File: src/rtl/mtxw_pkg.sv
package mtxw_pkg;
  localparam int HALF_W = 4;
  typedef logic [1:0] rate_code_t;

  // clocks per half-bit for a 1 us bit at 12/16/20/24 MHz
  function automatic logic [HALF_W-1:0] half_len_of(rate_code_t code);
    case (code)
      2'b00:   return 4'd6;
      2'b01:   return 4'd8;
      2'b10:   return 4'd10;
      default: return 4'd12;
    endcase
  endfunction
endpackage

File: src/rtl/mtxw_bit_timer.sv
module mtxw_bit_timer
  import mtxw_pkg::*;
(
  input  logic              clk,
  input  logic              rst_n,
  input  logic              restart,
  input  logic [HALF_W-1:0] half_len,
  output logic              tick
);
  logic [HALF_W-1:0] hc;

  assign tick = (hc == half_len - 1'b1);

  always_ff @(posedge clk or negedge rst_n) begin
    if (!rst_n)               hc <= '0;
    else if (restart || tick) hc <= '0;
    else                      hc <= hc + 1'b1;
  end

  // half-bit periods are at least six clocks: two ticks never touch
  p_tick_gap_r4: assert property (@(posedge clk) disable iff (!rst_n)
    tick |=> !tick);
endmodule

File: src/rtl/mtxw_serializer.sv
module mtxw_serializer
  import mtxw_pkg::*;
#(
  parameter int DATA_W      = 16,
  parameter int SYNC_HALVES = 6
) (
  input  logic              clk,
  input  logic              rst_n,
  input  logic              kill,
  input  logic              tick,
  input  rate_code_t        rate_sel,
  input  logic              bus_sel,
  input  logic              in_valid,
  output logic              in_ready,
  input  logic [DATA_W-1:0] in_data,
  input  logic              in_cmd,
  output logic              restart,
  output logic [HALF_W-1:0] half_len,
  output logic              busy,
  output logic              bus_q,
  output logic              line,
  output logic              done,
  output logic [DATA_W-1:0] done_data,
  output logic              done_cmd
);
  localparam int SLOTS     = SYNC_HALVES + 2 * DATA_W + 2;
  localparam int SW        = $clog2(SLOTS);
  localparam int DATA_END  = SYNC_HALVES + 2 * DATA_W;

  logic [SW-1:0]     slot;
  logic [DATA_W-1:0] word_q, sh_q;
  logic              cmd_q, par_q;
  logic              last, accept, in_sync, in_body;

  assign last     = busy & tick & (slot == SW'(SLOTS - 1));
  assign in_ready = ~kill & (~busy | last);
  assign accept   = in_valid & in_ready;
  assign restart  = accept;
  assign done     = last & ~kill;
  assign done_data = word_q;
  assign done_cmd  = cmd_q;

  assign in_sync = (slot < SW'(SYNC_HALVES));
  assign in_body = (slot < SW'(DATA_END));

  // second half of every bit pair sits on an odd slot (SYNC_HALVES is even)
  always_comb begin
    if (in_sync)      line = (slot < SW'(SYNC_HALVES / 2)) ? cmd_q : ~cmd_q;
    else if (in_body) line = sh_q[DATA_W-1] ^ slot[0];
    else              line = par_q ^ slot[0];
  end

  always_ff @(posedge clk or negedge rst_n) begin
    if (!rst_n) begin
      busy     <= 1'b0;
      slot     <= '0;
      word_q   <= '0;
      sh_q     <= '0;
      cmd_q    <= 1'b0;
      par_q    <= 1'b0;
      bus_q    <= 1'b0;
      half_len <= half_len_of(2'b00);
    end else if (kill) begin
      busy <= 1'b0;
    end else if (accept) begin
      busy     <= 1'b1;
      slot     <= '0;
      word_q   <= in_data;
      sh_q     <= in_data;
      cmd_q    <= in_cmd;
      par_q    <= ~^in_data;
      bus_q    <= bus_sel;
      half_len <= half_len_of(rate_sel);
    end else if (busy && tick) begin
      if (last) busy <= 1'b0;
      else      slot <= slot + 1'b1;
      if (!in_sync && in_body && slot[0]) sh_q <= sh_q << 1;
    end
  end

  p_accept_starts_r6: assert property (@(posedge clk) disable iff (!rst_n)
    (in_valid && in_ready) |=> busy);
  p_no_take_midword_r6: assert property (@(posedge clk) disable iff (!rst_n)
    (busy && !tick) |-> !in_ready);
endmodule

File: src/rtl/mtxw_watchdog.sv
module mtxw_watchdog #(
  parameter int LIMIT_US = 688
) (
  input  logic clk,
  input  logic rst_n,
  input  logic busy,
  input  logic tick,
  output logic shutdown
);
  localparam int LIMIT = 2 * LIMIT_US;
  localparam int CW    = $clog2(LIMIT + 1);

  logic [CW-1:0] cnt;

  always_ff @(posedge clk or negedge rst_n) begin
    if (!rst_n) begin
      cnt      <= '0;
      shutdown <= 1'b0;
    end else begin
      if (!busy)     cnt <= '0;
      else if (tick) cnt <= cnt + 1'b1;
      if (busy && tick && cnt == CW'(LIMIT - 1)) shutdown <= 1'b1;
    end
  end

  p_shutdown_sticky_r7: assert property (@(posedge clk) disable iff (!rst_n)
    shutdown |=> shutdown);
  p_count_bound_r7: assert property (@(posedge clk) disable iff (!rst_n)
    cnt <= CW'(LIMIT));
endmodule

File: src/rtl/mtxw_loopback.sv
module mtxw_loopback #(
  parameter int DATA_W    = 16,
  parameter int WAIT_BITS = 24
) (
  input  logic              clk,
  input  logic              rst_n,
  input  logic              tick,
  input  logic              done,
  input  logic [DATA_W-1:0] done_data,
  input  logic              done_cmd,
  input  logic              rx_valid,
  input  logic [DATA_W-1:0] rx_data,
  input  logic              rx_cmd,
  output logic              fail
);
  localparam int WAIT = 2 * WAIT_BITS;
  localparam int WW   = $clog2(WAIT + 1);

  logic              pend, exp_cmd, differs;
  logic [DATA_W-1:0] exp_data;
  logic [WW-1:0]     wcnt;

  assign differs = (rx_data != exp_data) || (rx_cmd != exp_cmd);

  always_ff @(posedge clk or negedge rst_n) begin
    if (!rst_n) begin
      pend     <= 1'b0;
      exp_data <= '0;
      exp_cmd  <= 1'b0;
      wcnt     <= '0;
      fail     <= 1'b0;
    end else if (done) begin
      if (pend && (!rx_valid || differs)) fail <= 1'b1;
      pend     <= 1'b1;
      exp_data <= done_data;
      exp_cmd  <= done_cmd;
      wcnt     <= '0;
    end else if (pend && rx_valid) begin
      if (differs) fail <= 1'b1;
      pend <= 1'b0;
    end else if (pend && tick) begin
      if (wcnt == WW'(WAIT - 1)) begin
        fail <= 1'b1;
        pend <= 1'b0;
      end else begin
        wcnt <= wcnt + 1'b1;
      end
    end
  end

  p_fail_sticky_r8: assert property (@(posedge clk) disable iff (!rst_n)
    fail |=> fail);
  p_wait_bound_r9: assert property (@(posedge clk) disable iff (!rst_n)
    pend |-> (wcnt < WW'(WAIT)));
endmodule

File: src/rtl/manchester_word_tx.sv
module manchester_word_tx
  import mtxw_pkg::*;
#(
  parameter int DATA_W      = 16,
  parameter int SYNC_HALVES = 6,
  parameter int WDOG_US     = 688,
  parameter int LB_WAIT     = 24
) (
  input  logic              clk,
  input  logic              rst_n,
  input  logic [1:0]        rate_sel,
  input  logic              bus_sel,
  input  logic              in_valid,
  output logic              in_ready,
  input  logic [DATA_W-1:0] in_data,
  input  logic              in_cmd_sync,
  input  logic              rx_valid,
  input  logic [DATA_W-1:0] rx_data,
  input  logic              rx_cmd_sync,
  output logic              bus_a_pos,
  output logic              bus_a_neg,
  output logic              bus_a_inh,
  output logic              bus_b_pos,
  output logic              bus_b_neg,
  output logic              bus_b_inh,
  output logic              tx_shutdown,
  output logic              loop_fail
);
  logic              tick, restart, busy, bus_q, line, done, done_cmd;
  logic [HALF_W-1:0] half_len;
  logic [DATA_W-1:0] done_data;
  logic              drive_a, drive_b;

  mtxw_bit_timer u_timer (
    .clk(clk), .rst_n(rst_n), .restart(restart), .half_len(half_len), .tick(tick)
  );

  mtxw_serializer #(.DATA_W(DATA_W), .SYNC_HALVES(SYNC_HALVES)) u_ser (
    .clk(clk), .rst_n(rst_n), .kill(tx_shutdown), .tick(tick),
    .rate_sel(rate_sel), .bus_sel(bus_sel),
    .in_valid(in_valid), .in_ready(in_ready), .in_data(in_data), .in_cmd(in_cmd_sync),
    .restart(restart), .half_len(half_len), .busy(busy), .bus_q(bus_q), .line(line),
    .done(done), .done_data(done_data), .done_cmd(done_cmd)
  );

  mtxw_watchdog #(.LIMIT_US(WDOG_US)) u_wdog (
    .clk(clk), .rst_n(rst_n), .busy(busy), .tick(tick), .shutdown(tx_shutdown)
  );

  mtxw_loopback #(.DATA_W(DATA_W), .WAIT_BITS(LB_WAIT)) u_loop (
    .clk(clk), .rst_n(rst_n), .tick(tick), .done(done),
    .done_data(done_data), .done_cmd(done_cmd),
    .rx_valid(rx_valid), .rx_data(rx_data), .rx_cmd(rx_cmd_sync), .fail(loop_fail)
  );

  // shutdown idles the line in the same cycle it latches
  assign drive_a = busy & ~tx_shutdown & ~bus_q;
  assign drive_b = busy & ~tx_shutdown &  bus_q;

  assign bus_a_pos = drive_a ?  line : 1'b1;
  assign bus_a_neg = drive_a ? ~line : 1'b1;
  assign bus_a_inh = ~drive_a;
  assign bus_b_pos = drive_b ?  line : 1'b1;
  assign bus_b_neg = drive_b ? ~line : 1'b1;
  assign bus_b_inh = ~drive_b;

  p_idle_high_r1: assert property (@(posedge clk) disable iff (!rst_n)
    !busy |-> (bus_a_pos && bus_a_neg && bus_b_pos && bus_b_neg && bus_a_inh && bus_b_inh));
  p_one_bus_r5: assert property (@(posedge clk) disable iff (!rst_n)
    bus_a_inh || bus_b_inh);
  p_pair_a_r3: assert property (@(posedge clk) disable iff (!rst_n)
    !bus_a_inh |-> (bus_a_pos != bus_a_neg));
  p_pair_b_r3: assert property (@(posedge clk) disable iff (!rst_n)
    !bus_b_inh |-> (bus_b_pos != bus_b_neg));
  p_quiet_after_trip_r7: assert property (@(posedge clk) disable iff (!rst_n)
    tx_shutdown |-> (bus_a_inh && bus_b_inh && !in_ready));
endmodule

File: config.mk
export PLATFORM = sky130hd
export DESIGN_NAME = manchester_word_tx
export DESIGN_NICKNAME = d
export VERILOG_FILES = /design/src/rtl/mtxw_pkg.sv /design/src/rtl/mtxw_bit_timer.sv /design/src/rtl/mtxw_serializer.sv /design/src/rtl/mtxw_watchdog.sv /design/src/rtl/mtxw_loopback.sv /design/src/rtl/manchester_word_tx.sv
export SDC_FILE = /design/constraint.sdc
export NUM_CORES = 1
export LEC_CHECK = 0
export ABC_AREA = 0
export BUFFER_PORTS_ARGS = -buffer_cell sky130_fd_sc_hd__clkbuf_2
export CORE_UTILIZATION = 38
export CTS_CLUSTER_DIAMETER = 120
export DETAILED_ROUTE_END_ITERATION = 10
export SYNTH_ARGS = -nofsm -noshare
export SYNTH_HDL_FRONTEND = slang
export SYNTH_SLANG_ARGS = --single-unit
File: constraint.sdc
create_clock -name clk -period 6.15 [get_ports clk]
set_input_delay 0.9225 -clock clk [delete_from_list [all_inputs] [get_ports clk]]
set_output_delay 0.9225 -clock clk [all_outputs]
set_load 0.02 [all_outputs]
==> results.ini, run 1 <==
[run_status]
outcome=completed

[grt]
grt.total_usage_pct=16.3
grt_max_degree=87
grt_pass1_wl_um=14500
grt.overflow.total=0
antenna_found_initial=0
grt_pass1_vias=2873

[cts]
cts_hold_buf=0
numCtsBuffers=9
clk_path_buf_depth=2
cts_setup_buffers=0
h-tree-depth=3
cts.sinks=86
clk_latency_ps=340
cts-root-buf=clkbuf_16
ctsResizeCount=0
cts_tree=built
path_clk_slew_ps=60

[timing]
slew_headroom_pct=29.5
worst_hold_slack_ps=490
grt_setup_unrepaired=false
post-route-min-period_ps=3970
worstMarginPinSlew_ps=1060
drv_slew=0
skew_ps=7.29
fin_setup_tns_ps=0
max_freq_mhz=252
finalCritPeriodShare_pct=64.6
hold_violations=0
setup_viol=0

[cells_and_area]
regArea_um2=2150
antenna_cells=0
drive_above_1_share_pct=21.2
multi_input_area_um2=1980
fill_cells=1055
layout.nets=498
syn2layout_area_growth_pct=16.1

[drt]
wire_per_inst_um=14.5
first_iter_violations=163
route.detailed.drc=0
dr.pass1.iters=4
postRouteAntennaNets=0
vias=2924
vias_per_cell=4.93
routed_wl_um=8610

[synthesis]
yosysTopAreaCell=dfrtp_1
synth_commonest_cells=dfrtp_1, xnor2_1, nand3_1, o21ai_0, inv_1
synth_ff_type=dfrtp_1
ys_async_sr_fraction_pct=100
synth.top_cell.area_share_pct=48.9
ys_seq_area_share_pct=50.1
synth_area_leaders=dfrtp_1, xnor2_1, mux2_2
synth_fp_nets=452
netlist_area_um2=4300
yosysWarningCount=0
synth_edf_count=0
ys_types=40
synth_most_common_cell=dfrtp_1
ys_ff_latch=86
synthCells=402
syn_area_per_cell_um2=10.7

[floorplanning]
die_w_um=108
die-area_um2=11700
rows=38
io_pins=50
core_area_um2=10900
chipHeight_um=108
start_util_pct=39.3

[worst_setup_path]
worstSetupPathType=flip-flop to output port
slowest_delay_ps=820
critPathMaxFanout=22
required_ps=5230
cp_cell_sequence=inv_1 -> ha_1 -> xor2_1 -> nand4_4 -> o21ai_2 -> nor2b_1 -> clkbuf_2
cp_slowest_cell=o21ai_2
end_kind=output port
crit_family=compound AO/OA/AOI/OAI gates
start_kind=flip-flop
critPathArrivalTime_ps=3050
path_buf_inv=2
regToRegSetupSlack_ps=2270

[place]
portBuffers=49
gp_congestion=0.812
dpl.hpwl_um=6130

[hold_path]
hold_path_class=flip-flop to flip-flop

[power]
vdd_drop_max_mv=0.102
leakage_nw=2.29
power_density_nw_per_um2=244

[flow_run]
maxCapViolCount=0

## path summary, 6_finish.rpt
kind,start,to,cells after the start
worst min-delay path,u_loop.fail,u_loop.fail,1
worst min register to register,u_loop.fail,u_loop.fail,1
worst max-delay path,u_ser.half_len[1],in_ready,7
min in group asynchronous,rst_n,u_wdog.cnt[7],1
worst max register to register,u_ser.half_len[1],u_ser.done_cmd,8
max in group asynchronous,rst_n,u_loop.wcnt[3],1
## through the flow
stage                     setup slack (ps)  instance area [um2]  instances  power, W  utilization, %
after global placement                2410                 4660        577  0.000638            42.6
after detailed placement              2270                 4660        577  0.000639            42.6
final                                 2180                 4990        593   0.00122            45.7
after CTS                             2150                 4990        593   0.00123            45.7
after floorplan                       3080                 4300        402  0.000605               -
after global routing                  1950                 4990        593   0.00126            45.7
## cell families (layout without fill, tap and decap cells)
kind of cell | Yosys count | count (layout) | share of synthesized area, %
and+or+nand+nor | 117 | 117 | 14.7
DFF | 86 | 86 | 50.1
xor gates and xnor gates | 59 | 59 | 12.4
AOI/OAI and AO/OA | 52 | 52 | 6.81
buffers and inverters | 41 | 92 | 3.96
muxes | 38 | 38 | 9.42
adders and majority gates | 9 | 9 | 2.62
## flip-flops by register name, indices dropped and copies added (netlist names)
name and cells:
u_loop.exp_data 16, u_ser.done_data 16, u_ser.sh_q 16, u_wdog.cnt 11, u_loop.wcnt 6, u_ser.slot 6
u_timer.hc 4, u_ser.half_len 3, u_loop.exp_cmd 1, u_loop.fail 1, u_loop.pend 1, u_ser.bus_q 1
u_ser.busy 1, u_ser.done_cmd 1, u_ser.par_q 1, u_wdog.shutdown 1
## routing by layer
metal	up-vias	GRT usage, %	wire (um)
li1	1463	-	-
met1	1396	23.4	4270
met2	54	23.6	3830
met3	11	3.38	347
met4	0	7.82	166
met5	-	0	0
## worst register-to-register path, stage by stage, from the launching register on
cell     delay [ps]
dfstp_2         530
inv_1            50
ha_1            300
xor2_1          260
nand4_4         350
o21ai_2         830
and2_1          690
buf_4           390
mux2_2          370
## power by group
group / total [W] / internal, W / switching (W)
Combinational: 0.0000607 / 0.0000275 / 0.0000333
Clock: 0.000592 / 0.000369 / 0.000223
Sequential: 0.000566 / 0.000566 / 0
Total: 0.00122 / 0.000962 / 0.000257
## layout make-up
class                           count  share of cell area, %
Multi-Input combinational cell    275                   39.6
Inverter                           25                   1.88
Clock buffer                       10                   4.78
Timing Repair Buffer               51                   5.26
Tap cell                          140                   3.51
Sequential cell                    86                   43.1
Clock inverter                      6                   1.85
## placed cells by master, fill, tap and decap left out, types with 2 or more instances in the layout
| cell | n |
|---|---|
| bufinv_16 | 2 |
| xnor2_1 | 38 |
| o21ai_0 | 27 |
| dfrtp_1 | 84 |
| nor3_4 | 2 |
| dfstp_2 | 2 |
| nand4_1 | 7 |
| mux2_2 | 20 |
| buf_4 | 3 |
| a21oi_1 | 6 |
| nand2_1 | 19 |
| and3_1 | 3 |
| o21ai_1 | 10 |
| ha_1 | 9 |
| clkinvlp_4 | 2 |
| xor2_1 | 20 |
| nand2b_1 | 6 |
| nor2_1 | 19 |
| and4_1 | 2 |
| nor3_1 | 8 |
| nand3_1 | 29 |
| clkbuf_16 | 9 |
| mux2i_1 | 18 |
| inv_1 | 25 |
| clkbuf_2 | 48 |
| nor4_1 | 6 |
| and2_1 | 10 |
| nor2b_1 | 3 |
Note: power is estimated with default switching activity, not from simulation.
==> run 2, diff against run 1 <==
clock period = 3.7 ns   (was 6.15 ns; I/O delays follow)
==> results.ini, run 2 (synthesis gave the netlist of run 1 again) <==
[grt]
grt.overflow.total=0
grt_pass1_vias=2860
grt.met1_usage_pct=23.9
grt_pass1_wl_um=14400
grtUsageMet2_pct=22.8
grt.total_usage_pct=16.3
grt_max_degree=66
grt.busiest_layer=met1
antenna_found_initial=0
grtUsageMet3_pct=3.25

[drt]
postRouteAntennaNets=0
route.detailed.drc=0
routed_wl_um=8700
first_iter_violations=142
dr.pass1.iters=4
wire_per_inst_um=14.6
vias=2953
vias_per_cell=4.94

[cts]
clk_latency_ps=340
ctsResizeCount=0
cts_hold_buf=0
cts-root-buf=clkbuf_16
h-tree-depth=3
cts.sinks=86
path_clk_slew_ps=60
cts_setup_buffers=0
cts_tree=built
clk_path_buf_depth=2
numCtsBuffers=9

[worst_setup_path]
regToRegSetupSlack_ps=820
r2r_start=u_ser.half_len[1]
critPathMaxFanout=21
start_kind=flip-flop
critPathArrivalTime_ps=2760
rr_worst_depth=6
end_kind=output port
r2r_end=u_loop.exp_data[5]
worstSetupPathType=flip-flop to output port
required_ps=3140

[floorplanning]
core_area_um2=10900
io_pins=50
die-area_um2=11700
die_w_um=108
chipHeight_um=108
rows=38
start_util_pct=39.3

[timing]
worstMarginPinSlew_ps=851
slew_headroom_pct=43.1
setup_viol=0
drv_slew=0
fin_setup_tns_ps=0
hold_violations=0
grt_setup_unrepaired=false
skew_ps=4.83
max_freq_mhz=302
finalCritPeriodShare_pct=89.5
post-route-min-period_ps=3310

[power]
leakage_nw=2.29
vdd_drop_max_mv=0.174
power_density_nw_per_um2=374
power_w=0.00186

[cells_and_area]
syn2layout_area_growth_pct=15.5
antenna_cells=0
final_common_cell=dfrtp_1
final_cell_mix=dfrtp_1, clkbuf_2, xnor2_1
drive_above_1_share_pct=21.6
layout.nets=503

[flow_run]
maxCapViolCount=0

[place]
portBuffers=49
gp_congestion=0.791
dpl.hpwl_um=6370

[run_status]
outcome=completed

[hold_path]
hold_path_class=input pin to async pin

==> run 2: worst max path at each step <==
stage	end	slack [ps]	startpoint
6_report	in_ready	390	u_ser.half_len[1]
5_1_grt	in_ready	220	u_ser.half_len[1]
4_1_cts	in_ready	390	u_ser.half_len[1]
3_5_place_dp	in_ready	740	u_ser.half_len[1]
3_3_place_gp	in_ready	890	u_ser.half_len[1]
2_1_floorplan	in_ready	990	u_ser.half_len[1]
==> run 2: cell type report <==
class | instances | area (um2)
sequential | 86 | 2150
multi-input combinational | 275 | 1980
inverter | 25 | 93.8
tap | 140 | 175
clock inverter | 4 | 22.5
clock buffer | 12 | 246
fill | 1065 | 5970
timing repair buffer | 56 | 300
==> run 2: power by group <==
group / leakage [nW] / switching [W] / internal [W]
registers: 0.992 / 0 / 0.000941
logic: 1.17 / 0.0000571 / 0.0000464
clock network: 0.132 / 0.000346 / 0.000470
total: 2.29 / 0.000403 / 0.00146
==> run 2: critical path, stage by stage, from the launching register on <==
cell	delay, ps
dfstp_2	540
inv_1	60
ha_1	300
xor2_1	290
nand4_4	360
o21ai_2	250
buf_4	270
nor2b_1	170
clkbuf_2	180
==> run 2: metrics by stage <==
stage	instances	setup slack (ps)	utilization (%)	area, um2	hold WS (ps)
final	598	390	45.4	4970	310
after global placement	582	886	43.0	4700	482
after detailed placement	582	735	43.0	4700	486
after CTS	598	389	45.4	4970	334
after global routing	598	221	45.4	4970	378
after floorplan	402	994	-	4300	259
==> run 2: metal layers <==
metal | wire length, um | up-vias
met1 | 4450 | 1399
met4 | 226 | 0
met2 | 3710 | 58
li1 | - | 1480
met3 | 320 | 16
met5 | 0 | -
==> run 3, diff against run 2 <==
CORE_UTILIZATION = 58   (was 38)
PLACE_DENSITY = 0.79   (was default)
==> results.ini, run 3 (synthesis gave the netlist of run 1 again) <==
[timing]
grt_setup_unrepaired=false
max_freq_mhz=304
finalCritPeriodShare_pct=88.8
final.setup.worst_slack_ps=413
fin_setup_tns_ps=0
skew_ps=9.80
post-route-min-period_ps=3290
worstMarginPinSlew_ps=1050
drv_slew=0
hold_violations=0
setup_viol=0
slew_headroom_pct=30.1

[worst_setup_path]
critPathMaxFanout=21
required_ps=3140
critPathArrivalTime_ps=2730
end_kind=output port
worstSetupPathType=flip-flop to output port
start_kind=flip-flop

[floorplanning]
chipHeight_um=88.1
die-area_um2=7770
io_pins=50
start_util_pct=59.6
rows=31
die_w_um=88.1
core_area_um2=7210

[place]
pre_cts_ws_ps=795
portBuffers=49
dpl.hpwl_um=6000
gp_congestion=0.840

[cells_and_area]
layout.nets=502
syn2layout_area_growth_pct=12.0
final_common_cell=dfrtp_1
antenna_cells=0
final_cell_mix=dfrtp_1, clkbuf_2, xnor2_1
drive_above_1_share_pct=21.5

[cts]
clk_path_buf_depth=2
cts_tree=built
cts.sinks=86
clk_latency_ps=350
numCtsBuffers=9
cts_hold_buf=0
ctsResizeCount=0
h-tree-depth=3
cts-root-buf=clkbuf_8
path_clk_slew_ps=90
cts_setup_buffers=0

[drt]
dr.pass1.iters=4
routed_wl_um=8440
vias=3059
postRouteAntennaNets=0
route.detailed.drc=0
wire_per_inst_um=15.2
first_iter_violations=216
vias_per_cell=5.51

[run_status]
outcome=completed

[grt]
grt.overflow.total=0
grt_pass1_vias=2887
grt.total_usage_pct=23.8
antenna_found_initial=0
grt_pass1_wl_um=13700
grt_max_degree=87

[power]
power_w=0.00164
power_density_nw_per_um2=340
leakage_nw=2.24
vdd_drop_max_mv=0.212

[flow_run]
maxCapViolCount=0

[hold_path]
hold_path_class=input pin to async pin

## run 3: path summary, 6_finish.rpt
check | start | end | slack [ps] | cells after the start
worst max register to register | u_ser.half_len[1] | u_ser.sh_q[1] | 820 | 8
worst max-delay path | u_ser.half_len[1] | in_ready | 410 | 8
worst min register to register | u_loop.fail | u_loop.fail | 490 | 1
max in group asynchronous | rst_n | u_loop.exp_data[6] | 2640 | 1
min in group clk | in_cmd_sync | u_ser.done_cmd | 430 | 2
worst min-delay path | rst_n | u_wdog.cnt[10] | 380 | 1
## run 3: power by group
part           internal, W  switching, W  total (W)  leakage (nW)
registers         0.000939             0   0.000939         0.992
clock network     0.000276      0.000322   0.000598        0.0845
logic            0.0000456     0.0000568   0.000102          1.17
total              0.00126      0.000379    0.00164          2.24
## run 3: cell type report
class | instances | area, um2
Multi-Input combinational cell | 275 | 1980
Clock inverter | 3 | 20.0
Tap cell | 99 | 124
Clock buffer | 12 | 155
Sequential cell | 86 | 2150
Inverter | 25 | 93.8
Fill cell | 573 | 2400
Timing Repair Buffer | 55 | 293
## run 3: through the flow
step / hold slack [ps] / std cells / utilization [%] / cell area [um2]
2_1_floorplan: 259 / 402 / - / 4300
3_3_place_gp: 468 / 540 / 64.3 / 4640
3_5_place_dp: 469 / 540 / 64.3 / 4640
4_1_cts: 422 / 555 / 66.8 / 4820
5_1_grt: 417 / 555 / 66.8 / 4820
6_report: 382 / 555 / 66.8 / 4820
## run 3: metal layers
layer | GRT usage, % | wire length, um | vias to the layer above | share of wire, %
met5 | 0 | 0 | - | 0
met2 | 35.8 | 3980 | 72 | 47
met4 | 10.4 | 190 | 0 | 2.3
met1 | 34.3 | 3970 | 1502 | 47
li1 | - | - | 1474 | -
met3 | 3.68 | 295 | 11 | 3.5
## run 3: worst max-delay path, cell delays in order, from the launching register on
cell and delay [ps]:
dfstp_2 550, inv_1 60, ha_1 300, xor2_1 260, nand4_4 330, o21ai_2 230
buf_4 260, nor2b_1 200, clkbuf_2 190
